File: src/rtl/wdt_pkg.sv
package wdt_pkg;

    typedef enum logic [1:0] {
        WD_BOOT,
        WD_IDLE,
        WD_RUN,
        WD_HOLD
    } wd_state_e;

    typedef enum logic {
        KEY_CLEAR,
        KEY_ARMED
    } key_state_e;

    localparam logic [1:0] WREG_REFRESH = 2'd0;
    localparam logic [1:0] WREG_START   = 2'd1;
    localparam logic [1:0] WREG_CTRL    = 2'd2;

    localparam logic [7:0] KEY_FIRST  = 8'h00;
    localparam logic [7:0] KEY_SECOND = 8'hFF;

    localparam int CTRL_DIV_BIT = 0;
    localparam int CTRL_ACT_BIT = 1;

endpackage

File: src/rtl/wdt_prescaler.sv
module wdt_prescaler #(
    parameter int DIV_LO = 16,
    parameter int DIV_HI = 128
) (
    input  logic clk,
    input  logic rst_n,
    input  logic clr,
    input  logic en,
    input  logic sel_hi,
    output logic tick
);
    localparam int PW = $clog2(DIV_HI);

    logic [PW-1:0] ph_q;
    logic [PW-1:0] last_ph;

    always_comb begin
        last_ph = sel_hi ? PW'(DIV_HI - 1) : PW'(DIV_LO - 1);
    end

    // A divider change in mid-phase is handled by the >= compare.
    always_comb begin
        tick = en && (ph_q >= last_ph);
    end

    // Cleared only by reset or by the block's own reset-hold state, not by refresh.
    always_ff @(posedge clk or negedge rst_n) begin
        if (!rst_n) begin
            ph_q <= '0;
        end else if (clr) begin
            ph_q <= '0;
        end else if (tick) begin
            ph_q <= '0;
        end else if (en) begin
            ph_q <= ph_q + PW'(1);
        end
    end
endmodule

File: src/rtl/wdt_refresh_key.sv
module wdt_refresh_key
    import wdt_pkg::*;
(
    input  logic       clk,
    input  logic       rst_n,
    input  logic       clr,
    input  logic       wr_stb,
    input  logic [7:0] wr_data,
    output logic       reload
);
    key_state_e key_q;
    key_state_e key_d;

    always_comb begin
        key_d  = key_q;
        reload = 1'b0;
        if (wr_stb) begin
            unique case (key_q)
                KEY_CLEAR: begin
                    key_d = (wr_data == KEY_FIRST) ? KEY_ARMED : KEY_CLEAR;
                end
                KEY_ARMED: begin
                    if (wr_data == KEY_SECOND) begin
                        reload = 1'b1;
                        key_d  = KEY_CLEAR;
                    end else if (wr_data == KEY_FIRST) begin
                        key_d = KEY_ARMED;
                    end else begin
                        key_d = KEY_CLEAR;
                    end
                end
                default: key_d = KEY_CLEAR;
            endcase
        end
    end

    always_ff @(posedge clk or negedge rst_n) begin
        if (!rst_n) begin
            key_q <= KEY_CLEAR;
        end else if (clr) begin
            key_q <= KEY_CLEAR;
        end else begin
            key_q <= key_d;
        end
    end
endmodule

File: src/rtl/wdt_downcounter.sv
module wdt_downcounter #(
    parameter int CNT_W = 15
) (
    input  logic             clk,
    input  logic             rst_n,
    input  logic             clr,
    input  logic             load,
    input  logic             tick,
    output logic [CNT_W-1:0] cnt,
    output logic             underflow
);
    localparam logic [CNT_W-1:0] TOP = '1;

    logic [CNT_W-1:0] cnt_q;

    always_comb begin
        underflow = tick && (cnt_q == '0);
        cnt       = cnt_q;
    end

    // A refresh load wins over a tick that lands on the same edge.
    always_ff @(posedge clk or negedge rst_n) begin
        if (!rst_n) begin
            cnt_q <= TOP;
        end else if (clr || load) begin
            cnt_q <= TOP;
        end else if (tick) begin
            cnt_q <= underflow ? TOP : (cnt_q - CNT_W'(1));
        end
    end
endmodule

File: src/rtl/keyed_watchdog.sv
module keyed_watchdog
    import wdt_pkg::*;
#(
    parameter int CNT_W    = 15,
    parameter int DIV_LO   = 16,
    parameter int DIV_HI   = 128,
    parameter int HOLD_CYC = 4
) (
    input  logic             clk,
    input  logic             rst_n,
    input  logic             cfg_wait_start,
    input  logic             halt,
    input  logic             wr_en,
    input  logic [1:0]       wr_addr,
    input  logic [7:0]       wr_data,
    output logic [CNT_W-1:0] count_o,
    output logic             irq_o,
    output logic             rst_req_o
);
    localparam int HW = $clog2(HOLD_CYC) + 1;

    wd_state_e     state_q;
    wd_state_e     state_d;
    logic          cfg_wait_q;
    logic          div_hi_q;
    logic          act_rst_q;
    logic [HW-1:0] hold_q;
    logic          irq_q;

    logic clr;
    logic wr_refresh;
    logic wr_start;
    logic wr_ctrl;
    logic run_en;
    logic tick;
    logic reload;
    logic underflow;

    always_comb begin
        clr        = (state_q == WD_HOLD);
        wr_refresh = wr_en && (wr_addr == WREG_REFRESH) && !clr;
        wr_start   = wr_en && (wr_addr == WREG_START)   && !clr;
        wr_ctrl    = wr_en && (wr_addr == WREG_CTRL)    && !clr;
        run_en     = (state_q == WD_RUN) && !halt;
    end

    wdt_prescaler #(
        .DIV_LO (DIV_LO),
        .DIV_HI (DIV_HI)
    ) u_presc (
        .clk    (clk),
        .rst_n  (rst_n),
        .clr    (clr),
        .en     (run_en),
        .sel_hi (div_hi_q),
        .tick   (tick)
    );

    wdt_refresh_key u_key (
        .clk     (clk),
        .rst_n   (rst_n),
        .clr     (clr),
        .wr_stb  (wr_refresh),
        .wr_data (wr_data),
        .reload  (reload)
    );

    wdt_downcounter #(
        .CNT_W (CNT_W)
    ) u_cnt (
        .clk       (clk),
        .rst_n     (rst_n),
        .clr       (clr),
        .load      (reload),
        .tick      (tick),
        .cnt       (count_o),
        .underflow (underflow)
    );

    // Control bits: writable outside the hold state, defaults restored by it.
    always_ff @(posedge clk or negedge rst_n) begin
        if (!rst_n) begin
            div_hi_q  <= 1'b0;
            act_rst_q <= 1'b0;
        end else if (clr) begin
            div_hi_q  <= 1'b0;
            act_rst_q <= 1'b0;
        end else if (wr_ctrl) begin
            div_hi_q  <= wr_data[CTRL_DIV_BIT];
            act_rst_q <= wr_data[CTRL_ACT_BIT];
        end
    end

    // Start mode is captured once, on the edge that leaves WD_BOOT.
    always_ff @(posedge clk or negedge rst_n) begin
        if (!rst_n) begin
            cfg_wait_q <= 1'b1;
        end else if (state_q == WD_BOOT) begin
            cfg_wait_q <= cfg_wait_start;
        end
    end

    always_comb begin
        state_d = state_q;
        unique case (state_q)
            WD_BOOT: state_d = cfg_wait_start ? WD_IDLE : WD_RUN;
            WD_IDLE: if (wr_start) state_d = WD_RUN;
            WD_RUN:  if (underflow && act_rst_q) state_d = WD_HOLD;
            WD_HOLD: if (hold_q == HW'(HOLD_CYC - 1)) begin
                         state_d = cfg_wait_q ? WD_IDLE : WD_RUN;
                     end
            default: state_d = WD_BOOT;
        endcase
    end

    always_ff @(posedge clk or negedge rst_n) begin
        if (!rst_n) begin
            state_q <= WD_BOOT;
        end else begin
            state_q <= state_d;
        end
    end

    always_ff @(posedge clk or negedge rst_n) begin
        if (!rst_n) begin
            irq_q  <= 1'b0;
            hold_q <= '0;
        end else begin
            irq_q  <= (state_q == WD_RUN) && underflow && !act_rst_q;
            hold_q <= (state_q == WD_HOLD) ? (hold_q + HW'(1)) : '0;
        end
    end

    always_comb begin
        irq_o     = irq_q;
        rst_req_o = (state_q == WD_HOLD);
    end
endmodule

File: config.mk
export PLATFORM = sky130hd
export DESIGN_NAME = keyed_watchdog
export DESIGN_NICKNAME = d
export VERILOG_FILES = /design/src/rtl/wdt_pkg.sv /design/src/rtl/wdt_prescaler.sv /design/src/rtl/wdt_refresh_key.sv /design/src/rtl/wdt_downcounter.sv /design/src/rtl/keyed_watchdog.sv
export SDC_FILE = /design/constraint.sdc
export NUM_CORES = 1
export LEC_CHECK = 0
export CORE_MARGIN = 5
export CORE_UTILIZATION = 50
export CTS_BUF_LIST = sky130_fd_sc_hd__clkbuf_4 sky130_fd_sc_hd__clkbuf_8 sky130_fd_sc_hd__clkbuf_16
export CTS_CLUSTER_DIAMETER = 40
export CTS_CLUSTER_SIZE = 30
export DETAILED_ROUTE_END_ITERATION = 6
export GPL_ROUTABILITY_DRIVEN = 0
export GPL_TIMING_DRIVEN = 0
export MAX_ROUTING_LAYER = met4
export PLACE_DENSITY_LB_ADDON = 0.15
export REMOVE_ABC_BUFFERS = 1
export SLEW_MARGIN = 0
export SYNTH_ARGS = -nofsm -noshare
export SYNTH_HDL_FRONTEND = slang
export SYNTH_HIERARCHICAL = 1
export SYNTH_SLANG_ARGS = --single-unit
File: constraint.sdc
create_clock -name clk -period 2.7 [get_ports clk]
set_input_delay 0.54 -clock clk [delete_from_list [all_inputs] [get_ports clk]]
set_output_delay 0.54 -clock clk [all_outputs]
set_load 0.02 [all_outputs]
**Word level (Yosys, flattened, before mapping)**

Cells that the tools add are included.

- $lt $le $gt $ge: 1
- Muxes and demuxes: 26
- Shift operators: 0
- $add $sub $neg: 3
- Divide/modulo/power cells: 0
- $mul: 0
- Reductions and logical operators: 25
- Equality and inequality tests: 10
- Bitwise gates (word level): 1

Operators by type and width:

| cell | number |
|---|---|
| 2-to-1 mux 15 bit | 3 |
| 2-to-1 mux 7 bit | 4 |
| zero test 15 bit | 1 |
| subtractor 15 x 1 -> 15 bit, second input constant | 1 |
| logical AND 1 bit | 12 |
| 2-to-1 mux 1 bit | 11 |
| 2-to-1 mux 2 bit | 5 |
| equality test 8 bit, second input constant | 1 |
| zero test 8 bit | 1 |
| case mux 2 bit (4 select lines) | 1 |
| adder 7 x 1 -> 7 bit, second input constant | 1 |
| >= comparator 7 bit | 1 |
| equality test 2 bit, second input constant | 3 |
| nonzero test 2 bit | 3 |
| equality test 2 x 1 -> 1 bit, second input constant | 2 |
| zero test 2 bit | 2 |
| != test 2 bit, second input constant | 2 |
| adder 3 x 1 -> 3 bit, second input constant | 1 |
| equality test 3 x 2 -> 1 bit, second input constant | 1 |
| zero test 1 bit | 3 |
| 2-to-1 mux 3 bit | 1 |
| AND reduction 3 bit | 1 |
| nonzero test 3 bit | 1 |
| != test 2 x 1 -> 1 bit, second input constant | 1 |
| 3 further kinds | 3 |

- Bits in latches: 0
- Memories: 0
- Input port bits: 15
- Output and inout port bits: 17
- Register bits after elaboration: 32
- Word-level logic and storage cells: 75
- Bits in writable memories: 0
- Memory bits (read-only): 0

**Depth between registers and ports, before layout**

Gate-level depths: netlist of run 1.

- Depth in word-level cells: 7
- Gate-level depth with buffers: 12
- Depth with buffers taken out: 11

**Modules after synthesis**

The synthesis of run 1 kept the hierarchy.

By module, submodules not included:

| module | times used | area each (sq um) | cells an instance | sequential area each (sq um) |
|---|---|---|---|---|
| wdt_downcounter | 1 | 839.6 | 87 | 394.1 |
| wdt_prescaler | 1 | 525.5 | 62 | 175.2 |
| keyed_watchdog | 1 | 399.1 | 40 | 226.5 |
| wdt_refresh_key | 1 | 98.8 | 10 | 25.0 |

**Worst setup path before layout of run 1**

No wires, ideal clock.

- Path kind: flip-flop to flip-flop
- Start point: register state_q[1]
- End point: register u_cnt.cnt_q[11] (netlist: u_cnt/cnt[11])
- Library setup time: 0.064 ns
- Arrival: 2.425 ns
- Clock period less this slack: 2.488 ns
- Required time: 2.636 ns
- Path buffers: 1
- Setup slack: 0.212 ns
- Cell stages (with the launch flop): 11
- Cells stage by stage: dfrtp_1 -> nand2_1 -> inv_1 -> nor4b_1 -> nand2_1 -> nor3_2 -> or3_1 -> buf_2 -> nand4_1 -> or3_1 -> nand3_1

- Elaborated cells between the ends (all ways): 13
- Classes of those cells: eq/ne (2); mux (4); reduce/logical (7)

RTL lines:

| item | line | RTL |
|---|---|---|
| start, declared | keyed_watchdog.sv:22 | `wd_state_e state_q;` |
| start signal, assigned | keyed_watchdog.sv:120 | `state_q <= state_d;` |
| equality test 2 bit (*) | -- |  |
| via rst_req_o | keyed_watchdog.sv:18 | `output logic rst_req_o` |
| zero test 1 bit (*) | keyed_watchdog.sv:41 | `wr_refresh = wr_en && (wr_addr == WREG_REFRESH) && !clr;` |
| logical AND 1 bit (*) | keyed_watchdog.sv:41 |  |
| via wr_refresh | keyed_watchdog.sv:31 | `logic wr_refresh;` |
| 2-to-1 mux 1 bit (*) | wdt_refresh_key.sv:17 | `if (wr_stb) begin` |
| via reload | keyed_watchdog.sv:36 | `logic reload;` |
| logical OR 1 bit (*) | wdt_downcounter.sv:25 | `end else if (clr \|\| load) begin` |
| 2-to-1 mux 15 bit or nonzero test 2 bit (tied branches) | -- |  |
| end signal, assigned | wdt_downcounter.sv:28 | `cnt_q <= underflow ? TOP : (cnt_q - CNT_W'(1));` |
| end, declared | wdt_downcounter.sv:14 | `logic [CNT_W-1:0] cnt_q;` |

Mark *: on every way through the listed nets, which the timed path passes. The rest lies on a longest branch. The select of a mux whose other input is x is not followed.
A chain may end at the register's enable or synchronous reset.

**Worst setup path after layout of run 1**

- Start point: input wr_addr[1]
- End point: register u_cnt.cnt_q[13] (netlist: u_cnt/cnt[13])

- Word-level cells in the longest chain between the ends: 6
- Elaborated cells between the ends (all ways): 7
- Classes of those cells: mux (2); reduce/logical (5)

RTL lines:

| item | line | RTL |
|---|---|---|
| start, declared | keyed_watchdog.sv:14 | `input logic [1:0] wr_addr,` |
| zero test 2 bit (*) | keyed_watchdog.sv:41 |  |
| logical AND 1 bit (*) (2 in a row) | keyed_watchdog.sv:41 |  |
| via wr_refresh | keyed_watchdog.sv:31 |  |
| 2-to-1 mux 1 bit (*) | wdt_refresh_key.sv:17 |  |
| via reload | keyed_watchdog.sv:36 |  |
| logical OR 1 bit (*) | wdt_downcounter.sv:25 |  |
| 2-to-1 mux 15 bit or nonzero test 2 bit (tied branches) | -- |  |

Mark *: on every way through the listed nets, which the timed path passes. The rest lies on a longest branch.

==> summary.md, run 1 <==
| Metric | Value |
|---|---|
| Status | `complete, no violations` |
| Worst hold slack | `around 0.31 ns` |
| Rows | `22` |
| Main flop type after synthesis | `dfstp_2` |
| Core Area | `between 3000 and 4000 um2` |
| Power per cell area | `747 nW/um2` |
| IO Count | `32` |
| Worst Path Arrival | `2.79 ns` |
| Fill count | `310` |
| Ys async rst share | `1.00` |
| Post-layout util | `0.654` |
| Overall power | `between 1.5 and 2 mW` |
| Synthesis-to-finish area growth | `27.5%` |
| Clk slew on worst S/H paths | `0.07 ns` |
| Pre-antenna DRT Iters | `4` |
| Hold Path Class | `in2async` |
| Layout cell share with drive strength beyond 1 | `0.203` |
| Largest net degree at the start of global routing | `33` |
| Tightest Pin Transition | `between 0.7 and 0.8 ns` |
| Distinct cells, synth | `43` |
| Max Cap Violations | `0` |
| Detailed-placement wirelength estimate | `around 3100 um` |
| Crit Path Class | `in2reg` |
| Area leader, netlist | `dfstp_2` |
| Synth top area share | `0.226` |
| Achievable Freq | `385 MHz` |
| Total track usage | `0.183` |
| Most frequent cells after synthesis | `nand2_1, dfrtp_1, dfstp_2, nor2_1, nand4_1` |
| Final Cycle Share | `0.962` |
| Static leakage | `0.929 nW` |
| DRT Wirelength | `4340 um` |
| Max FO, Critical Path | `10` |
| Initial DRC count | `130` |
| Pre-CTS WS | `-0.380 ns` |
| Max VDD drop | `0.000370 V` |
| CTS H-Tree Depth | `2` |
| Initial antenna violation count | `0` |
| Post-route cell area | `2370 um2` |
| Die Y | `71.0 um` |
| Die area | `approximately 5000 um2` |
| Avg WL per Cell | `15.3 um` |
| Delay-heaviest family, CP | `simple AND/OR/NAND/NOR gates` |
| Syn_area_per_cell | `9.36 um2` |
| Drc violations | `0` |
| Dpl cells | `273` |
| Worst setup SP type | `input pin` |
| Nets | `258` |
| Worst Skew | `roughly 0.007 ns` |
| Final Non-Filler Cells | `about 280` |
| Crit path buf inv count | `1` |
| CTS tree | `yes` |
| Final min period | `2.60 ns` |
| EDFF count, synth | `0` |
| Insertion delay to the later sink of the worst-skew pair | `0.28 ns` |
| Final antenna-violating net count | `0` |
| Number of global-route vias before repair | `1670` |
| Worst path required time | `2.89 ns` |
| Port bufs | `31` |
| Crit-path cells | `clkdlybuf4s50_1, nor4b_4, nand2_1, nor3_4, or3_4, nand4_1, o41ai_1, nand3_1` |
| DR vias | `between 1500 and 2000` |
| Setup violations, final | `0` |
| Setup_tns | `0 ns` |
| TritonCTS buffer count | `5` |
| Crit path capture type | `flop` |
| CP peak stage delay | `0.48 ns` |
| Cts hold-fix bufs | `0` |
| Total of warnings raised by yosys | `6` |
| Reg area | `821 um2` |
| Root buf cell | `clkbuf_8` |
| Vias per cell | `5.88` |
| Hold Violations, Final | `0` |
| Die Wd | `71.0 um` |
| Synthesized area | `1860 um2` |
| Final worst setup slack | `0.104 ns` |
| Clock Sinks | `32` |
| Cell Area, Placed | `2200 um2` |
| Cell with the most instances after synthesis | `nand2_1` |
| Sequential area share after synthesis | `0.441` |
| # diodes | `0` |
| RSZ-0062 raised after global routing | `false` |
| Initial core utilization | `0.513` |
| Top cells by area, synth | `dfstp_2, dfrtp_1, nand2_1` |
| FF+latch count, synth | `32` |
| Area of the multi-input gates | `1050 um2` |
| Post-Syn Instances | `just under 200` |
| Relative slew slack | `0.519` |
| Global-route wire length before repair | `7280 um` |
| Slew Limit Fails | `0` |
| Grt total ovfl | `0` |
| Clk buf depth | `2` |
| Worst path slowest cell | `clkdlybuf4s50_1` |
## cell type report
cell class                      count  share of cell area
Clock buffer                        6              0.0348
Clock inverter                      2             0.00421
Inverter                            6              0.0111
Multi-Input combinational cell    156               0.441
Sequential cell                    32               0.346
Tap cell                           48              0.0253
Timing Repair Buffer               34               0.138
## path summary, 6_finish.rpt
kind	startpoint	end	slack, ns	cells after the start
min	rst_n	hold_q[0]	0.31	1
min reg2reg	hold_q[0]	hold_q[0]	0.45	1
max in group asynchronous	rst_n	u_presc/ph_q[6]	1.92	1
min in group clk	hold_q[0]	hold_q[0]	0.45	1
max reg2reg	div_hi_q	u_cnt/cnt[13]	0.12	10
max	wr_addr[1]	u_cnt/cnt[13]	0.10	8
## timing repair
item | in CTS | in global routing
endpoints found under the setup margin | 14 | 17
resized for setup | 4 | 8
gates cloned | 0 | 0
setup buffers | 3 | 0
pin swaps | 1 | 1
## power by group
part | leakage, nW | switching, mW | internal [mW] | total (mW)
sequential | 0.381 | 0.0988 | 0.578 | 0.676
combinational | 0.497 | 0.429 | 0.289 | 0.718
clock | 0.0510 | 0.177 | 0.203 | 0.380
## layer usage
layer,vias up,GRT usage,share of wire
met2,64,0.316,0.49
met5,-,-,0
li1,788,-,-
met1,806,0.215,0.43
met4,0,0.0397,0.019
met3,12,0.0469,0.055
## worst reg2reg max path, cell delays in order (launching register included)
cell and delay (ns):
dfrtp_1 0.35, inv_1 0.08, ha_1 0.35, nand3_1 0.09, or3_4 0.40, nand2_2 0.12
and2_2 0.21, or3_4 0.20, nand4_1 0.18, o41ai_1 0.40, nand3_1 0.13
## cells in the final DEF (no fill, tap or decap), drive strengths merged, types with 2 or more instances in the layout
| cell | n |
|---|---|
| nand3b | 3 |
| clkinv | 2 |
| dfstp | 16 |
| nand2 | 30 |
| clkdlybuf4s50 | 30 |
| nor4b | 4 |
| xor2 | 8 |
| nand4 | 13 |
| a21oi | 6 |
| ha | 8 |
| inv | 5 |
| nor3 | 7 |
| nand2b | 6 |
| nor2b | 5 |
| nand3 | 9 |
| o21ai | 8 |
| o211ai | 3 |
| and3 | 2 |
| clkbuf | 6 |
| dfrtp | 16 |
| or3 | 6 |
| buf | 4 |
| a31oi | 3 |
| nand4b | 2 |
| and4 | 2 |
| nor2 | 16 |
| nor4 | 5 |
## cells by family after synthesis
logic type,after synthesis,synth area share
XOR/XNOR,9,0.0423
AO/OA/AOI/OAI,23,0.0779
AND/OR/NAND/NOR,116,0.358
buffers and inverters,11,0.0275
flip-flops,32,0.441
adder cells (fa/ha/maj),8,0.0537
## registers in the layout, indices dropped and copies added, names as in the netlist
register and count:
irq_o 1, cfg_wait_q 1, u_cnt/cnt 15, u_presc/ph_q 7, u_key/key_q 1, act_rst_q 1
hold_q 3, state_q 2, div_hi_q 1
Power figures use the tool's default switching activity.
==> run 2: changes to the inputs <==
Settings changed: DONT_BUFFER_PORTS set to 1, SETUP_SLACK_MARGIN set to 0.2.
Clock period 2.7 ns to 2.34 ns, I/O delays scaled along.
==> run 2 against run 1 <==
Compared with the run above: core utilization is 3.1 points higher; register-to-register slack lost 0.11 ns; total power increased by 64%; via count grew 0.96%; critical endpoint is now u_cnt/cnt[10]; sequential power is 17% higher.
==> summary.md, run 2 (same netlist as run 1, synthesis figures left out) <==
| Metric | Value |
|---|---|
| Status | `complete, no violations` |
| Layout cell share with drive strength beyond 1 | `0.417 (+0.214)` |
| IO Count | `32 (unchanged)` |
| Die Wd | `71.0 um (unchanged)` |
| CTS H-Tree Depth | `2 (unchanged)` |
| Drc violations | `0 (unchanged)` |
| Pre-antenna DRT Iters | `4 (unchanged)` |
| Commonest cells after routing, fill and taps aside | `nand2_1, buf_4, dfstp_2` |
| Met2 routed WL | `2420 um (+13%)` |
| Rows | `22 (unchanged)` |
| Setup crit end | `u_cnt/cnt[10]` |
| Initial DRC count | `118 (-9.2%)` |
| Achievable Freq | `428 MHz` |
| Max FO, Critical Path | `7 (-3)` |
| Power per cell area | `1170 nW/um2 (+56%)` |
| Fill count | `275 (-11%)` |
| Die Y | `71.0 um (unchanged)` |
| Worst path required time | `2.55 ns (-0.34 ns)` |
| Worst hold slack | `0.0159 ns (-0.298 ns)` |
| Nets | `257 (-0.39%)` |
| Crit-path cells | `inv_4, ha_4, a21o_1, a21oi_4, nand2_4, and2_4, or3_4, buf_4, nand3_1, nor3_1, nand3b_1` |
| DRT Wirelength | `4980 um (+15%)` |
| Final Cycle Share | `0.998` |
| # diodes | `0 (unchanged)` |
| Worst path depth | `11 (+3)` |
| Initial core utilization | `0.513 (unchanged)` |
| Worst Reg-to-Reg Cells | `11 (+1)` |
| RSZ-0062 raised after global routing | `true` |
| WL met1 | `2170 um (+15%)` |
| Initial antenna violation count | `0 (unchanged)` |
| Grt total ovfl | `0 (unchanged)` |
| Clock Sinks | `32 (unchanged)` |
| Static leakage | `1.00 nW (+8.0%)` |
| Global-route wire length before repair | `7910 um (+8.6%)` |
| DR vias | `1686 (+0.96%)` |
| Final min period | `2.33 ns` |
| Detailed-placement wirelength estimate | `2790 um (-8.8%)` |
| Delay-heaviest family, CP | `simple AND/OR/NAND/NOR gates` |
| Max VDD drop | `0.000642 V (+73%)` |
| Setup violations, final | `0 (unchanged)` |
| Core Area | `3630 um2 (unchanged)` |
| Worst r2r src | `div_hi_q` |
| Uppermost layer routed | `met4` |
| Clk slew on worst S/H paths | `0.07 ns (about the same)` |
| Avg WL per Cell | `17.6 um (+15%)` |
| Hold Path Class | `in2async` |
| Clk buf depth | `2 (unchanged)` |
| Largest register FFs | `15 (unchanged)` |
| Worst Path Arrival | `2.55 ns (-0.24 ns)` |
| Final worst setup slack | `0.00573 ns (-0.0980 ns)` |
| Die area | `5050 um2 (unchanged)` |
| Largest net degree at the start of global routing | `18 (-45%)` |
| CTS tree | `yes` |
| TritonCTS buffer count | `5 (unchanged)` |
| Final Non-Filler Cells | `283 (-0.35%)` |
| R2R Setup Slk | `0.006 ns (-0.11 ns)` |
| Port bufs | `0 (-100%)` |
| Pre-CTS WS | `-0.850 ns (-0.470 ns)` |
| CP Launch Point | `div_hi_q` |
| Insertion delay to the later sink of the worst-skew pair | `0.29 ns (about the same)` |
| Tightest Pin Transition | `0.782 ns (+0.0604 ns)` |
| Reg2Reg Capture Point | `u_cnt/cnt[10]` |
| Worst Skew | `0.00397 ns (-0.00324 ns)` |
| Worst setup SP type | `flop` |
| Relative slew slack | `0.477 (-0.0420)` |
| Final antenna-violating net count | `0 (unchanged)` |
| Slew Limit Fails | `0 (unchanged)` |
| Vias per cell | `5.96 (+1.3%)` |
| Synthesis-to-finish area growth | `33.6%` |
| Length of routed met3 wiring | `321 um (+34%)` |
| Number of global-route vias before repair | `1705 (+2.1%)` |
| Crit Path Class | `reg2reg` |
| Crit path capture type | `flop` |
| CP peak stage delay | `0.41 ns (-0.07 ns)` |
| Dpl cells | `242 (-11%)` |
| Max Cap Violations | `0 (unchanged)` |
| Crit path buf inv count | `2 (+1)` |
| Worst path slowest cell | `dfrtp_1` |
| Root buf cell | `clkbuf_8` |
| Total track usage | `0.201 (+0.0176)` |
| Hold Violations, Final | `0 (unchanged)` |
==> run 2: cell count changes in the layout (fill, tap and decap cells not counted), sizes merged <==
| cell | delta |
|---|---|
| clkdlybuf4s50 | -30 |
| buf | +26 |
| clkinvlp | +2 |
| dlygate4sd3 | +2 |
| bufinv | +1 |
| clkbuf | -1 |
| clkinv | -1 |
==> run 2: per-layer routing <==
metal,up-vias,track usage
met5,-,-
li1,791,-
met4,0,0.0647
met3,9,0.0682
met2,58,0.324
met1,828,0.235
==> run 2: metrics by stage <==
| step | utilization | TNS [ns] | instance area [um2] | power, mW |
|---|---|---|---|---|
| floorplan | - | -2.02 | 1830 | 1.27 |
| global placement | 0.521 | -8.71 | 1890 | 1.40 |
| detailed placement | 0.521 | -10.01 | 1890 | 1.43 |
| CTS | 0.643 | 0 | 2340 | 2.54 |
| global route | 0.685 | -0.592 | 2490 | 3.07 |
| finish | 0.685 | 0 | 2490 | 2.91 |
==> run 2: cell type report <==
class                   count  area, um2  area share
repair buffers             32        279       0.112
multi-input cells         156       1180       0.474
clock inverters             3       42.5      0.0171
clock buffers               5       68.8      0.0277
well taps                  48       60.1      0.0241
repair inverters            1       5.00     0.00201
flip-flops and latches     32        825       0.331
inverters                   6       28.8      0.0116
==> run 2: worst min-delay path by stage <==
| stage | slack [ns] | end | from | cells past startpoint |
|---|---|---|---|---|
| 2_1_floorplan | 0.17 | act_rst_q | rst_n | 0 |
| 3_3_place_gp | 0.17 | u_presc/ph_q[6] | rst_n | 0 |
| 3_5_place_dp | 0.17 | irq_o | rst_n | 0 |
| 4_1_cts | 0.004 | u_cnt/cnt[14] | rst_n | 0 |
| 5_1_grt | -0.003 | u_cnt/cnt[5] | rst_n | 0 |
| 6_report | 0.02 | u_cnt/cnt[5] | rst_n | 0 |
==> run 2: what timing repair did <==
| item | in CTS | in global routing |
|---|---|---|
| cloned | 1 | 0 |
| resized for setup | 33 | 21 |
| pin swaps | 16 | 18 |
| setup buffers | 23 | 7 |
| setup endpoints to repair | 18 | 20 |
| hold buffers | 1 | 1 |
| endpoints found under the hold margin | 16 | 5 |
==> run 2: worst reg2reg max path, stage by stage (launching register included) <==
cell	delay (ns)
dfrtp_1	0.41
inv_4	0.11
ha_4	0.22
a21o_1	0.19
a21oi_4	0.17
nand2_4	0.07
and2_4	0.19
or3_4	0.40
buf_4	0.15
nand3_1	0.14
nor3_1	0.07
nand3b_1	0.15
==> run 2: report_power, final <==
part | switching (mW) | internal, mW
Combinational | 0.744 | 0.840
Sequential | 0.120 | 0.671
Clock | 0.218 | 0.315
==> run 3: changes to the inputs <==
Settings changed: SETUP_SLACK_MARGIN 0.2 to not set.
==> run 3 against run 2 <==
Compared with the run above: count of clock-buffer cells in the layout is the same; clock skew decreased by 0.0016 ns; register-to-register slack barely moved; critical endpoint is now u_cnt/cnt[12]; sequential power up 2%.
==> summary.md, run 3 (same netlist as run 1, synthesis figures left out) <==
| Metric | Value |
|---|---|
| Initial DRC count | `112 (-5.1%)` |
| Setup violations, final | `0 (unchanged)` |
| Worst Path Arrival | `2.55 ns (about the same)` |
| Slew Limit Fails | `0 (unchanged)` |
| Core Area | `3630 um2 (unchanged)` |
| Clk buf depth | `2 (unchanged)` |
| Largest register FFs | `15 (unchanged)` |
| DR vias | `1566 (-7.1%)` |
| Vias per cell | `5.89 (-1.2%)` |
| Worst hold slack | `0.0204 ns (+0.00455 ns)` |
| Overall power | `2.33 mW (-20%)` |
| Rows | `22 (unchanged)` |
| Most common cell after layout, fill and taps aside | `nand2_1` |
| Die Y | `71.0 um (unchanged)` |
| Clock Sinks | `32 (unchanged)` |
| Setup_tns | `0 ns (unchanged)` |
| CTS H-Tree Depth | `2 (unchanged)` |
| Final antenna-violating net count | `0 (unchanged)` |
| Largest net degree at the start of global routing | `18 (unchanged)` |
| Worst setup SP type | `flop` |
| Pre-CTS WS | `-0.850 ns (unchanged)` |
| Drc violations | `0 (unchanged)` |
| Status | `complete, no violations` |
| Max FO, Critical Path | `7 (unchanged)` |
| Nets | `240 (-6.6%)` |
| Final worst setup slack | `0.0106 ns (+0.00488 ns)` |
| Post-route cell area | `2240 um2 (-10%)` |
| Hold Path Class | `in2async` |
| Max Cap Violations | `0 (unchanged)` |
| Total track usage | `0.185 (-0.0158)` |
| DRT Wirelength | `4340 um (-13%)` |
| Achievable Freq | `429 MHz (+0.21%)` |
| Final Cycle Share | `0.995 (-0.00208)` |
| CTS tree | `yes` |
| Area of the multi-input gates | `1100 um2 (-7.1%)` |
| RSZ-0062 raised after global routing | `true` |
| Pre-antenna DRT Iters | `4 (unchanged)` |
| Crit path capture type | `flop` |
| Worst Skew | `0.00240 ns (-0.00158 ns)` |
| IO Count | `32 (unchanged)` |
| Power per cell area | `1040 nW/um2 (-11%)` |
| Grt total ovfl | `0 (unchanged)` |
| Cell Area, Placed | `1890 um2 (unchanged)` |
| Worst path required time | `2.56 ns (about the same)` |
| Max VDD drop | `0.000609 V (-5.1%)` |
| Global-route wire length before repair | `7300 um (-7.7%)` |
| Avg WL per Cell | `16.3 um (-7.3%)` |
| Tightest Pin Transition | `0.772 ns (-0.0101 ns)` |
| Hold Violations, Final | `0 (unchanged)` |
| Port bufs | `0 (unchanged)` |
| Synthesis-to-finish area growth | `20.2%` |
| Clk slew on worst S/H paths | `0.07 ns (about the same)` |
| Fill count | `306 (+11%)` |
| Number of global-route vias before repair | `1575 (-7.6%)` |
| Die Wd | `71.0 um (unchanged)` |
| Layout cell share with drive strength beyond 1 | `0.303 (-0.114)` |
| Initial core utilization | `0.513 (unchanged)` |
| Die area | `5050 um2 (unchanged)` |
| Crit Path Class | `reg2reg` |
| Initial antenna violation count | `0 (unchanged)` |
| Relative slew slack | `0.484 (+0.00674)` |
| Insertion delay to the later sink of the worst-skew pair | `0.28 ns (about the same)` |
| Final min period | `2.33 ns (-0.00488 ns)` |
| Reg area | `823 um2 (-0.15%)` |
| Root buf cell | `clkbuf_8` |
| Static leakage | `0.869 nW (-13%)` |
| TritonCTS buffer count | `5 (unchanged)` |
| Commonest cells after routing, fill and taps aside | `nand2_1, dfstp_2, nor2_1` |
| Detailed-placement wirelength estimate | `2790 um (unchanged)` |
| # diodes | `0 (unchanged)` |
[run 3: worst max-delay path, cell delays in order, from the launching register on]
cell and delay (ns):
dfrtp_1 0.39, inv_2 0.12, ha_4 0.22, a21o_1 0.20, a21oi_4 0.20, nand2_4 0.06
and2_4 0.18, or3_4 0.39, buf_4 0.15, nand4_1 0.10, xor2_1 0.17, nand2_1 0.08
[run 3: layout make-up]
| cell class | instances | area share |
|---|---|---|
| Clock inverter | 3 | 0.0190 |
| Timing Repair inverter | 1 | 0.00223 |
| Tap cell | 48 | 0.0268 |
| Sequential cell | 32 | 0.368 |
| Timing Repair Buffer | 15 | 0.0525 |
| Inverter | 6 | 0.0117 |
| Clock buffer | 5 | 0.0307 |
| Multi-Input combinational cell | 156 | 0.489 |
[run 3: path summary, 6_finish.rpt]
path / depth (start not counted) / slack [ns] / startpoint / to
max: 11 / 0.01 / div_hi_q / u_cnt/cnt[12]
max reg2reg: 11 / 0.01 / div_hi_q / u_cnt/cnt[12]
min in group clk: 2 / 0.29 / cfg_wait_start / cfg_wait_q
min reg2reg: 1 / 0.45 / hold_q[0] / hold_q[0]
min: 0 / 0.02 / rst_n / u_cnt/cnt[7]
max in group asynchronous: 1 / 1.11 / rst_n / state_q[1]
[run 3: metal layers]
layer	wire length, um	vias up	share of wire	GRT usage
met1	1980	763	0.46	0.231
met4	27	0	0.0062	0.0418
li1	-	755	-	-
met3	295	4	0.068	0.0653
met2	2030	44	0.47	0.289
met5	0	-	0	-
[run 3: power breakdown]
part,internal [mW],switching [mW]
combinational,0.454,0.534
sequential,0.669,0.141
clock,0.315,0.213
total,1.44,0.887
[run 3: metrics by stage]
stage	std cells	utilization
floorplan	194	-
global placement	242	0.521
detailed placement	242	0.521
CTS	262	0.603
global route	266	0.616
finish	266	0.616
[run 3: repair_timing]
item | 4_1_cts | 5_1_grt
gates resized for setup | 20 | 3
cloned | 1 | 0
endpoints found under the hold margin | 16 | 5
pin swaps | 7 | 6
endpoints found under the setup margin | 18 | 17
setup buffers | 10 | 3
hold buffers | 1 | 1
